==> config.mk <==
export PLATFORM = sky130hd
export DESIGN_NAME = sbrx_endpoint
export DESIGN_NICKNAME = d
export VERILOG_FILES = /design/src/rtl/sbrx_pkg.sv /design/src/rtl/sbrx_capture.sv /design/src/rtl/sbrx_fsm.sv /design/src/rtl/sbrx_regs.sv /design/src/rtl/sbrx_endpoint.sv
export SDC_FILE = /design/constraint.sdc
export NUM_CORES = 1
export LEC_CHECK = 0
export BUFFER_PORTS_ARGS = -buffer_cell sky130_fd_sc_hd__buf_2
export CORE_ASPECT_RATIO = 1.1
export CORE_MARGIN = 3
export CORE_UTILIZATION = 40
export DETAILED_ROUTE_END_ITERATION = 10
export GPL_TIMING_DRIVEN = 0
export PLACE_DENSITY = 0.67
export SLEW_MARGIN = 20
export SYNTH_ARGS = -nofsm -noshare
export SYNTH_HDL_FRONTEND = slang
export SYNTH_HIERARCHICAL = 1
export SYNTH_SLANG_ARGS = --single-unit
export TNS_END_PERCENT = 30
==> constraint.sdc <==
create_clock -name clk -period 1.6 [get_ports clk]
set_input_delay 0.16 -clock clk [delete_from_list [all_inputs] [get_ports clk]]
set_output_delay 0.16 -clock clk [all_outputs]
set_load 0.02 [all_outputs]
==> src/rtl/sbrx_pkg.sv <==
package sbrx_pkg;

    typedef enum logic [1:0] {
        ST_IDLE,
        ST_HELD,
        ST_REPLY
    } sbrx_state_e;

    localparam logic [1:0] KIND_POSTED    = 2'b01;
    localparam logic [1:0] KIND_NONPOSTED = 2'b10;
    localparam logic [1:0] KIND_CPL       = 2'b11;

    localparam int WORD_W = 32;
    localparam int LONG_A = 48;
    localparam int SHORT_A = 16;

    localparam int OFS_HDR    = 'h00;
    localparam int OFS_ADLO   = 'h04;
    localparam int OFS_ADHI   = 'h08;
    localparam int OFS_EXT    = 'h0C;
    localparam int OFS_DAT0   = 'h10;
    localparam int OFS_DAT1   = 'h14;
    localparam int OFS_CTRL   = 'h18;
    localparam int OFS_SELF   = 'h1C;
    localparam int OFS_REPLY  = 'h20;
    localparam int OFS_RDATA  = 'h24;
    localparam int OFS_ENABLE = 'h28;

    typedef struct packed {
        logic [7:0]        dst;
        logic [7:0]        src;
        logic [7:0]        opc;
        logic [3:0]        be;
        logic [1:0]        kind;
        logic              addr_long;
        logic [LONG_A-1:0] addr;
        logic              eh;
        logic [15:0]       sai;
        logic [3:0]        rs;
        logic              two;
        logic [WORD_W-1:0] data0;
        logic [WORD_W-1:0] data1;
    } sbrx_msg_t;

endpackage

==> src/rtl/sbrx_capture.sv <==
module sbrx_capture
    import sbrx_pkg::*;
(
    input  logic      clk,
    input  logic      rst_n,
    input  logic      load,
    input  sbrx_msg_t msg_in,
    output sbrx_msg_t msg_q
);

    sbrx_msg_t msg_clean;

    always_comb begin
        msg_clean = msg_in;
        if (!msg_in.addr_long) begin
            msg_clean.addr = {{(LONG_A-SHORT_A){1'b0}}, msg_in.addr[SHORT_A-1:0]};
        end
        if (!msg_in.eh) begin
            msg_clean.sai = '0;
            msg_clean.rs  = '0;
        end
        if (!msg_in.two) begin
            msg_clean.data1 = '0;
        end
    end

    always_ff @(posedge clk or negedge rst_n) begin
        if (!rst_n) begin
            msg_q <= '0;
        end else if (load) begin
            msg_q <= msg_clean;
        end
    end

endmodule

==> src/rtl/sbrx_fsm.sv <==
module sbrx_fsm
    import sbrx_pkg::*;
(
    input  logic clk,
    input  logic rst_n,
    input  logic enable,
    input  logic rx_valid,
    input  logic reply_req,
    input  logic held_nonposted,
    input  logic cpl_ready,
    output logic rx_ready,
    output logic load,
    output logic pending,
    output logic cpl_valid
);

    sbrx_state_e state_q;
    sbrx_state_e state_d;

    always_ff @(posedge clk or negedge rst_n) begin
        if (!rst_n) begin
            state_q <= ST_IDLE;
        end else begin
            state_q <= state_d;
        end
    end

    always_comb begin
        state_d = state_q;
        unique case (state_q)
            ST_IDLE: begin
                if (enable && rx_valid) state_d = ST_HELD;
            end
            ST_HELD: begin
                if (reply_req) state_d = held_nonposted ? ST_REPLY : ST_IDLE;
            end
            ST_REPLY: begin
                if (cpl_ready) state_d = ST_IDLE;
            end
            default: state_d = ST_IDLE;
        endcase
    end

    always_comb begin
        rx_ready  = 1'b0;
        pending   = 1'b0;
        cpl_valid = 1'b0;
        unique case (state_q)
            ST_IDLE:  rx_ready  = enable;
            ST_HELD:  pending   = 1'b1;
            ST_REPLY: cpl_valid = 1'b1;
            default: ;
        endcase
        load = rx_ready && rx_valid;
    end

endmodule

==> src/rtl/sbrx_regs.sv <==
module sbrx_regs
    import sbrx_pkg::*;
#(
    parameter int          ADDR_W  = 8,
    parameter logic [7:0]  SELF_ID = 8'h3C
) (
    input  logic              clk,
    input  logic              rst_n,
    input  logic              reg_we,
    input  logic [ADDR_W-1:0] reg_addr,
    input  logic [WORD_W-1:0] reg_wdata,
    output logic [WORD_W-1:0] reg_rdata,
    input  sbrx_msg_t         msg_q,
    input  logic              pending,
    input  logic              cpl_valid,
    output logic              enable,
    output logic              mask,
    output logic              reply_req,
    output logic [2:0]        reply_status,
    output logic [WORD_W-1:0] reply_data
);

    logic hit_ctrl, hit_reply, hit_rdata, hit_enable;

    assign hit_ctrl   = reg_we && (reg_addr == ADDR_W'(OFS_CTRL));
    assign hit_reply  = reg_we && (reg_addr == ADDR_W'(OFS_REPLY));
    assign hit_rdata  = reg_we && (reg_addr == ADDR_W'(OFS_RDATA));
    assign hit_enable = reg_we && (reg_addr == ADDR_W'(OFS_ENABLE));

    assign reply_req = hit_reply && reg_wdata[31];

    always_ff @(posedge clk or negedge rst_n) begin
        if (!rst_n) begin
            enable       <= 1'b0;
            mask         <= 1'b0;
            reply_status <= '0;
            reply_data   <= '0;
        end else begin
            if (hit_enable) enable <= reg_wdata[0];
            if (hit_ctrl)   mask   <= reg_wdata[30];
            if (hit_reply && !cpl_valid) reply_status <= reg_wdata[2:0];
            if (hit_rdata && !cpl_valid) reply_data   <= reg_wdata;
        end
    end

    always_comb begin
        reg_rdata = '0;
        case (reg_addr)
            ADDR_W'(OFS_HDR):    reg_rdata = {4'b0, msg_q.be, msg_q.src, msg_q.dst, msg_q.opc};
            ADDR_W'(OFS_ADLO):   reg_rdata = msg_q.addr[WORD_W-1:0];
            ADDR_W'(OFS_ADHI):   reg_rdata = {msg_q.addr_long, 15'b0, msg_q.addr[LONG_A-1:WORD_W]};
            ADDR_W'(OFS_EXT):    reg_rdata = {msg_q.eh, 11'b0, msg_q.rs, msg_q.sai};
            ADDR_W'(OFS_DAT0):   reg_rdata = msg_q.data0;
            ADDR_W'(OFS_DAT1):   reg_rdata = msg_q.data1;
            ADDR_W'(OFS_CTRL):   reg_rdata = {pending, mask, 27'b0, msg_q.two, msg_q.kind};
            ADDR_W'(OFS_SELF):   reg_rdata = {24'b0, SELF_ID};
            ADDR_W'(OFS_REPLY):  reg_rdata = {cpl_valid, 28'b0, reply_status};
            ADDR_W'(OFS_RDATA):  reg_rdata = reply_data;
            ADDR_W'(OFS_ENABLE): reg_rdata = {31'b0, enable};
            default:             reg_rdata = '0;
        endcase
    end

endmodule

==> src/rtl/sbrx_endpoint.sv <==
module sbrx_endpoint
    import sbrx_pkg::*;
#(
    parameter int         ADDR_W  = 8,
    parameter logic [7:0] SELF_ID = 8'h3C
) (
    input  logic              clk,
    input  logic              rst_n,
    input  logic              rx_valid,
    output logic              rx_ready,
    input  logic [7:0]        rx_dst,
    input  logic [7:0]        rx_src,
    input  logic [7:0]        rx_opc,
    input  logic [3:0]        rx_be,
    input  logic [1:0]        rx_kind,
    input  logic              rx_addr_long,
    input  logic [47:0]       rx_addr,
    input  logic              rx_eh,
    input  logic [15:0]       rx_sai,
    input  logic [3:0]        rx_rs,
    input  logic              rx_two,
    input  logic [31:0]       rx_data0,
    input  logic [31:0]       rx_data1,
    input  logic              reg_we,
    input  logic [ADDR_W-1:0] reg_addr,
    input  logic [31:0]       reg_wdata,
    output logic [31:0]       reg_rdata,
    output logic              irq,
    output logic              cpl_valid,
    input  logic              cpl_ready,
    output logic [7:0]        cpl_dst,
    output logic [7:0]        cpl_src,
    output logic [2:0]        cpl_status,
    output logic [31:0]       cpl_data
);

    sbrx_msg_t   msg_in;
    sbrx_msg_t   msg_q;
    logic        load;
    logic        pending;
    logic        enable;
    logic        mask;
    logic        reply_req;
    logic        held_nonposted;
    logic [2:0]  reply_status;
    logic [31:0] reply_data;

    always_comb begin
        msg_in.dst       = rx_dst;
        msg_in.src       = rx_src;
        msg_in.opc       = rx_opc;
        msg_in.be        = rx_be;
        msg_in.kind      = rx_kind;
        msg_in.addr_long = rx_addr_long;
        msg_in.addr      = rx_addr;
        msg_in.eh        = rx_eh;
        msg_in.sai       = rx_sai;
        msg_in.rs        = rx_rs;
        msg_in.two       = rx_two;
        msg_in.data0     = rx_data0;
        msg_in.data1     = rx_data1;
    end

    assign held_nonposted = (msg_q.kind == KIND_NONPOSTED);

    sbrx_capture u_capture (
        .clk    (clk),
        .rst_n  (rst_n),
        .load   (load),
        .msg_in (msg_in),
        .msg_q  (msg_q)
    );

    sbrx_fsm u_fsm (
        .clk            (clk),
        .rst_n          (rst_n),
        .enable         (enable),
        .rx_valid       (rx_valid),
        .reply_req      (reply_req),
        .held_nonposted (held_nonposted),
        .cpl_ready      (cpl_ready),
        .rx_ready       (rx_ready),
        .load           (load),
        .pending        (pending),
        .cpl_valid      (cpl_valid)
    );

    sbrx_regs #(
        .ADDR_W  (ADDR_W),
        .SELF_ID (SELF_ID)
    ) u_regs (
        .clk          (clk),
        .rst_n        (rst_n),
        .reg_we       (reg_we),
        .reg_addr     (reg_addr),
        .reg_wdata    (reg_wdata),
        .reg_rdata    (reg_rdata),
        .msg_q        (msg_q),
        .pending      (pending),
        .cpl_valid    (cpl_valid),
        .enable       (enable),
        .mask         (mask),
        .reply_req    (reply_req),
        .reply_status (reply_status),
        .reply_data   (reply_data)
    );

    assign irq        = pending && !mask;
    assign cpl_dst    = msg_q.src;
    assign cpl_src    = SELF_ID;
    assign cpl_status = reply_status;
    assign cpl_data   = reply_data;

endmodule

# Word-level counts from Yosys, hierarchy flattened
# Cells that the tools add are included.
# classes
n_eq_ne,16
div_mod_pow,0
n_shift,0
mux,12
bitwise_logic,0
reduce_logical,15
mul,0
add_sub_neg,0
order_cmp,0
# op_table
cell,n
one-hot mux 32 bit (11 select lines),1
2-to-1 mux 48 bit,1
equality test 8 x 5 -> 1 bit (second input constant),4
2-to-1 mux 32 bit,1
equality test 8 x 6 -> 1 bit (second input constant),3
2-to-1 mux 20 bit,1
equality test 8 x 4 -> 1 bit (second input constant),2
logical AND 1 bit,10
equality test 8 x 3 -> 1 bit (second input constant),1
logical NOT 8 bit,1
2-to-1 mux 2 bit,4
one-hot mux 2 bit (3 select lines),1
equality test 2 bit (second input constant),2
!= test 2 bit (second input constant),2
2-to-1 mux 1 bit,3
AND reduction 3 bit,1
equality test 2 x 1 -> 1 bit (second input constant),1
logical NOT 1 bit,2
logical NOT 2 bit,1
!= test 2 x 1 -> 1 bit (second input constant),1
# totals
input_bits,210
latchBits,0
word_cells,61
out_inout_bits,86
register_bits,204
ram_bits,0
mem_count,0
romBits,0

# Depth between registers and ports, before layout
# logic_depth
depth_word,5
depth_mapped,7

# By module
# Netlist, hierarchy kept.
# by_module_without_submodules
mod,n_inst,area_per_inst_um2,cells_per_inst
sbrx_capture,1,6571.3,536
sbrx_regs,1,3333.2,337
sbrx_fsm,1,108.9,11
sbrx_endpoint,1,95.1,12

# Worst setup path before layout
# OpenSTA, ideal clock, no wires.
# synth_path
path_kind,input -> output
startpoint,in reg_addr[4]
endpoint,out reg_rdata[19]
stages,6
path_buffers,2
arrival_time_ns,1.751
setup_slack_ns,-0.311
path_cell_list,buf_2 nor4b_1 clkbuf_1 a32o_1 a22oi_1 nor3_1
# synth_between
elab_chain_cells,2
# synth_lines
item,line_no,text
start: declaration,sbrx_endpoint.sv:25,"input logic [ADDR_W-1:0] reg_addr,"
equality test 8 x 6 -> 1 bit (tied with other cells),sbrx_regs.sv:48,case (reg_addr)
one-hot mux 32 bit (11 select lines) *,sbrx_regs.sv:48,
end: declaration,sbrx_endpoint.sv:27,"output logic [31:0] reg_rdata,"
# Every way passes the cells marked *; elsewhere a longest branch is shown, timed or not.

# Final worst setup path
# layout_path
startpoint,"reg, netlist name u_capture/msg_q[86]"
endpoint,out reg_rdata[0]
# layout_between
elab_chain_cells,1
# layout_lines
item,line_no
one-hot mux 32 bit (11 select lines),sbrx_regs.sv:48
# Every way passes these cells.

==> metrics.txt <==
# TYPE chip_impl_metric gauge
chip_impl_metric{name="grt_pass1_wl",unit="microns"} 63950
chip_impl_info{name="clockRootBuffer",value="clkbuf_16"} 1
chip_impl_metric{name="setup.reg_to_reg.worst_slack",unit="ns"} -0.26
chip_impl_metric{name="floorplan.core_area",unit="sq mm"} 0.02470
chip_impl_metric{name="synth.avg_cell_area",unit="sq um"} 11.28
chip_impl_metric{name="sw_frac_of_total",unit="%"} 30.32
chip_impl_info{name="failed_checks",value="negative setup slack"} 1
chip_impl_metric{name="synth.ff_latch_count",unit=""} 204
chip_impl_metric{name="place_ws",unit="ns"} -1.014
chip_impl_metric{name="avgViaCountPerCell",unit=""} 5.671
chip_impl_metric{name="r2r.worst_path.cells",unit=""} 8
chip_impl_metric{name="grt_util_all_layers",unit="%"} 30.84
chip_impl_metric{name="cts_bufs_inserted",unit=""} 23
chip_impl_metric{name="core.rowCount",unit=""} 60
chip_impl_info{name="hp-start",value="rx_addr_long"} 1
chip_impl_metric{name="async_flop_share",unit="%"} 100.0
chip_impl_metric{name="worst-slew-pin-transition",unit="ns"} 0.9387
chip_impl_metric{name="static-leakage-power",unit="nW"} 8.247
chip_impl_metric{name="power_frac_clock",unit="%"} 30.6
chip_impl_metric{name="syn-instance-count",unit=""} 896
chip_impl_metric{name="min_delay_path_depth",unit=""} 3
chip_impl_metric{name="setup_tns",unit="ns"} -34.45
chip_impl_info{name="synthTopCellsByArea",value="dfrtp_1, mux2_4, mux2_2, nand3_1, o21ai_0"} 1
chip_impl_metric{name="power.sequential.fraction",unit="%"} 41.5
chip_impl_info{name="critical_path.reg2reg.startpoint",value="u_fsm/state_q[1]$_DFFE_PN0P_"} 1
chip_impl_metric{name="antenna_left",unit=""} 0
chip_impl_metric{name="skew",unit="ns"} 0.01028
chip_impl_metric{name="combPwrFrac",unit="%"} 28.0
chip_impl_metric{name="antenna_found_initial",unit=""} 8
chip_impl_metric{name="internal_power",unit="mW"} 13.22
chip_impl_metric{name="cts_sinks",unit=""} 204
chip_impl_metric{name="ys_warn_count",unit=""} 6
chip_impl_metric{name="grt_overflow",unit=""} 0
chip_impl_metric{name="arrival",unit="ns"} 2.03
chip_impl_info{name="outcome",value="finished with violations"} 1
chip_impl_metric{name="h-tree-depth",unit=""} 1
chip_impl_info{name="setup.worst_path.class",value="register to primary output"} 1
chip_impl_metric{name="netlist-cell-type-count",unit=""} 56
chip_impl_metric{name="post-route-worst-setup-slack",unit="ns"} -0.5876
chip_impl_metric{name="hold_viol_final",unit=""} 0
chip_impl_metric{name="maxCapViolations",unit=""} 0
chip_impl_metric{name="drt_iter0_drc",unit=""} 1073
chip_impl_metric{name="critical_path.max_fanout",unit=""} 2
chip_impl_metric{name="filler_cells",unit=""} 1594
chip_impl_metric{name="routed_vias",unit=""} 10316
chip_impl_metric{name="fin_crit_sh",unit="%"} 136.7
chip_impl_metric{name="place.detailed.hpwl",unit="microns"} 27340
chip_impl_info{name="cp-startpoint",value="u_capture/msg_q[86]$_DFFE_PN0P_"} 1
chip_impl_metric{name="core_util_final",unit="%"} 70.39
chip_impl_metric{name="wire_per_inst",unit="microns"} 24.56
chip_impl_metric{name="syn2layout_area_growth",unit="%"} 71.99
chip_impl_info{name="reg2reg_to",value="u_capture/msg_q[99]$_DFFE_PN0P_"} 1
chip_impl_metric{name="die-area",unit="sq mm"} 0.02722
chip_impl_info{name="dominantRegCellSynth",value="dfrtp_1"} 1
chip_impl_metric{name="fmaxAchievable",unit="MHz"} 457.1
chip_impl_metric{name="clock_latency",unit="ns"} 0.50
chip_impl_metric{name="synth_edf_count",unit=""} 0
chip_impl_info{name="clock_tree_from_tritoncts",value="yes"} 1
chip_impl_metric{name="vdd_drop_max",unit="uV"} 1016
chip_impl_metric{name="grt_start_max_net_pins",unit=""} 85
chip_impl_info{name="worst_hold_path.endpoint",value="u_capture/msg_q[102]$_DFFE_PN0P_"} 1
chip_impl_metric{name="post_synth_instance_area",unit="sq mm"} 0.01011
chip_impl_metric{name="layout_min_cycle_time",unit="ns"} 2.188
chip_impl_info{name="synth_top_cell_by_area",value="dfrtp_1"} 1
chip_impl_info{name="rsz0062_at_grt",value="true"} 1
chip_impl_metric{name="clock_tree.buffer_depth",unit=""} 3
chip_impl_metric{name="pre_antenna_drt_iters",unit=""} 5
chip_impl_metric{name="via_count_of_the_first_global_routing_pass",unit=""} 10701
chip_impl_metric{name="die_h",unit="microns"} 172.7
chip_impl_metric{name="nNetsFinal",unit=""} 1699
chip_impl_metric{name="initial_core_util",unit="%"} 40.93
chip_impl_metric{name="setup-violations-final",unit=""} 199
chip_impl_metric{name="port-buffer-count",unit=""} 282
chip_impl_metric{name="share_of_cells_above_drive_strength_1",unit="%"} 50.90
chip_impl_metric{name="die-width",unit="microns"} 157.6
chip_impl_metric{name="io_pins",unit=""} 296
chip_impl_info{name="synthMostInstantiatedCell",value="dfrtp_1"} 1
chip_impl_metric{name="clkSlewWorstSetupHoldPaths",unit="ns"} 0.06
chip_impl_metric{name="gp_congestion",unit=""} 0.9013
chip_impl_metric{name="p_per_area",unit="mW/mm^2"} 1091
chip_impl_metric{name="synth_largest_type_area_fraction",unit="%"} 50.50
chip_impl_info{name="top_cells_by_count_synth",value="dfrtp_1, nand3_1, inv_1, o21ai_0, mux2_4"} 1
chip_impl_metric{name="drt_wl_total",unit="microns"} 44670
chip_impl_info{name="critical_path.startpoint_type",value="register"} 1
chip_impl_metric{name="synth.yosys.seq_area_share",unit="%"} 50.50
chip_impl_metric{name="p_switching",unit="mW"} 5.752
chip_impl_metric{name="final_max_slew_viol_count",unit=""} 0
chip_impl_metric{name="max_slew_margin",unit="%"} 37.42
chip_impl_metric{name="cp_data_required_time",unit="ns"} 1.44
chip_impl_info{name="min-delay-path-class",value="input port to register"} 1
chip_impl_metric{name="finalPower",unit="mW"} 18.97
chip_impl_metric{name="drcViolationCount",unit=""} 0
chip_impl_info{name="worstSetupEndpointType",value="primary output"} 1
[per-layer routing]
layer	wire [microns]	up-vias	track usage (%)	share of wire [%]
met5	21	-	0	0.047
met4	2853	4	14.65	6.4
met3	3909	217	6.033	8.8
met2	21380	684	50.32	48
met1	16510	5050	39.28	37
li1	-	4361	-	-
[final cells by class]
class / instances / area, sq um / area share [%]
Multi-Input combinational cell: 535 / 5289 / 30.42
Sequential cell: 204 / 5105 / 29.36
Timing Repair Buffer: 569 / 4673 / 26.88
Buffer: 70 / 777.0 / 4.469
Clock buffer: 30 / 641.9 / 3.692
Tap cell: 310 / 387.9 / 2.231
Inverter: 86 / 322.8 / 1.857
Clock inverter: 9 / 173.9 / 1.000
Antenna cell: 6 / 15.01 / 0.08636
[state kept, by name, summed over array words and instances, names as in the netlist]
signal	flops
u_capture/msg_q	165
u_fsm/state_q	2
u_regs/enable	1
u_regs/mask	1
u_regs/reply_data	32
u_regs/reply_status	3
[how the worst max path moves through the flow]
stage | to | slack [ns] | cells after the start
global route | reg_rdata[0] | -0.59 | 5
global placement | u_regs/reply_data[24]$_DFFE_PN0P_ | -3.14 | 1
CTS | reg_rdata[0] | -0.57 | 5
detailed placement | reg_rdata[30] | -1.01 | 8
floorplan | reg_rdata[15] | -0.10 | 4
finish | reg_rdata[0] | -0.59 | 5
[what timing repair did]
| action | 4_1_cts | 5_1_grt |
|---|---|---|
| pin swaps | 32 | 56 |
| hold endpoints to repair | 316 | 0 |
| hold buffers | 198 | 0 |
| setup endpoints to repair | 216 | 233 |
| resized for setup | 288 | 220 |
| setup buffers | 55 | 24 |
| cloned | 5 | 5 |
[worst max-delay path, cell delays in order, from the launching register on]
cell and delay [ns]:
dfrtp_1 0.37, mux2_4 0.27, a22oi_2 0.24, o22ai_2 0.14
a311o_1 0.35, buf_6 0.16
[cells in the final DEF (no fill, tap or decap), types with 13 or more instances in the layout]
cell type      synthesis  routed
buf_4                 11      84
mux2_4                72     101
buf_12                 0      28
mux2_2                50      21
o21ai_2                0      44
nand3_1               99      68
buf_2                 22     247
clkbuf_16              0      29
dfrtp_1              204     204
o21ai_1               10      36
inv_1                 85      85
a22oi_1               31      19
o21ai_0               85      15
buf_6                 10      37
dlygate4sd3_1          0     198
nand3_2                0      21
nor2_1                20      16
mux2i_2                0      15
buf_8                  0      13
[power groups by stage]
| stage | logic, mW | clock network, mW | registers, mW |
|---|---|---|---|
| 2_1_floorplan | 2.18 | 0 | 7.55 |
| 3_3_place_gp | 3.32 | 0 | 7.70 |
| 3_5_place_dp | 3.44 | 0 | 7.75 |
| 4_1_cts | 4.49 | 5.82 | 7.73 |
| 5_1_grt | 5.62 | 6.04 | 8.03 |
| 6_report | 5.31 | 5.80 | 7.86 |
[through the flow]
step / cell area, sq um / instances / hold slack [ns]
floorplan: 10190 / 902 / -0.1356
global placement: 11990 / 1494 / 0.3915
detailed placement: 12070 / 1497 / 0.09495
CTS: 16370 / 1793 / 0.06351
global route: 17390 / 1819 / 0.06041
finish: 17390 / 1819 / 0.06082
[kinds of logic (layout without fill, tap and decap cells)]
family,Yosys count,count (layout),synth area share [%]
compound gates,191,191,11.41
buf+inv,163,764,7.476
flops,204,204,50.50
mux,160,160,21.02
other cells,2,14,0.07429
simple gates,176,176,9.519
No activity file was read; power rests on OpenSTA's default activity.
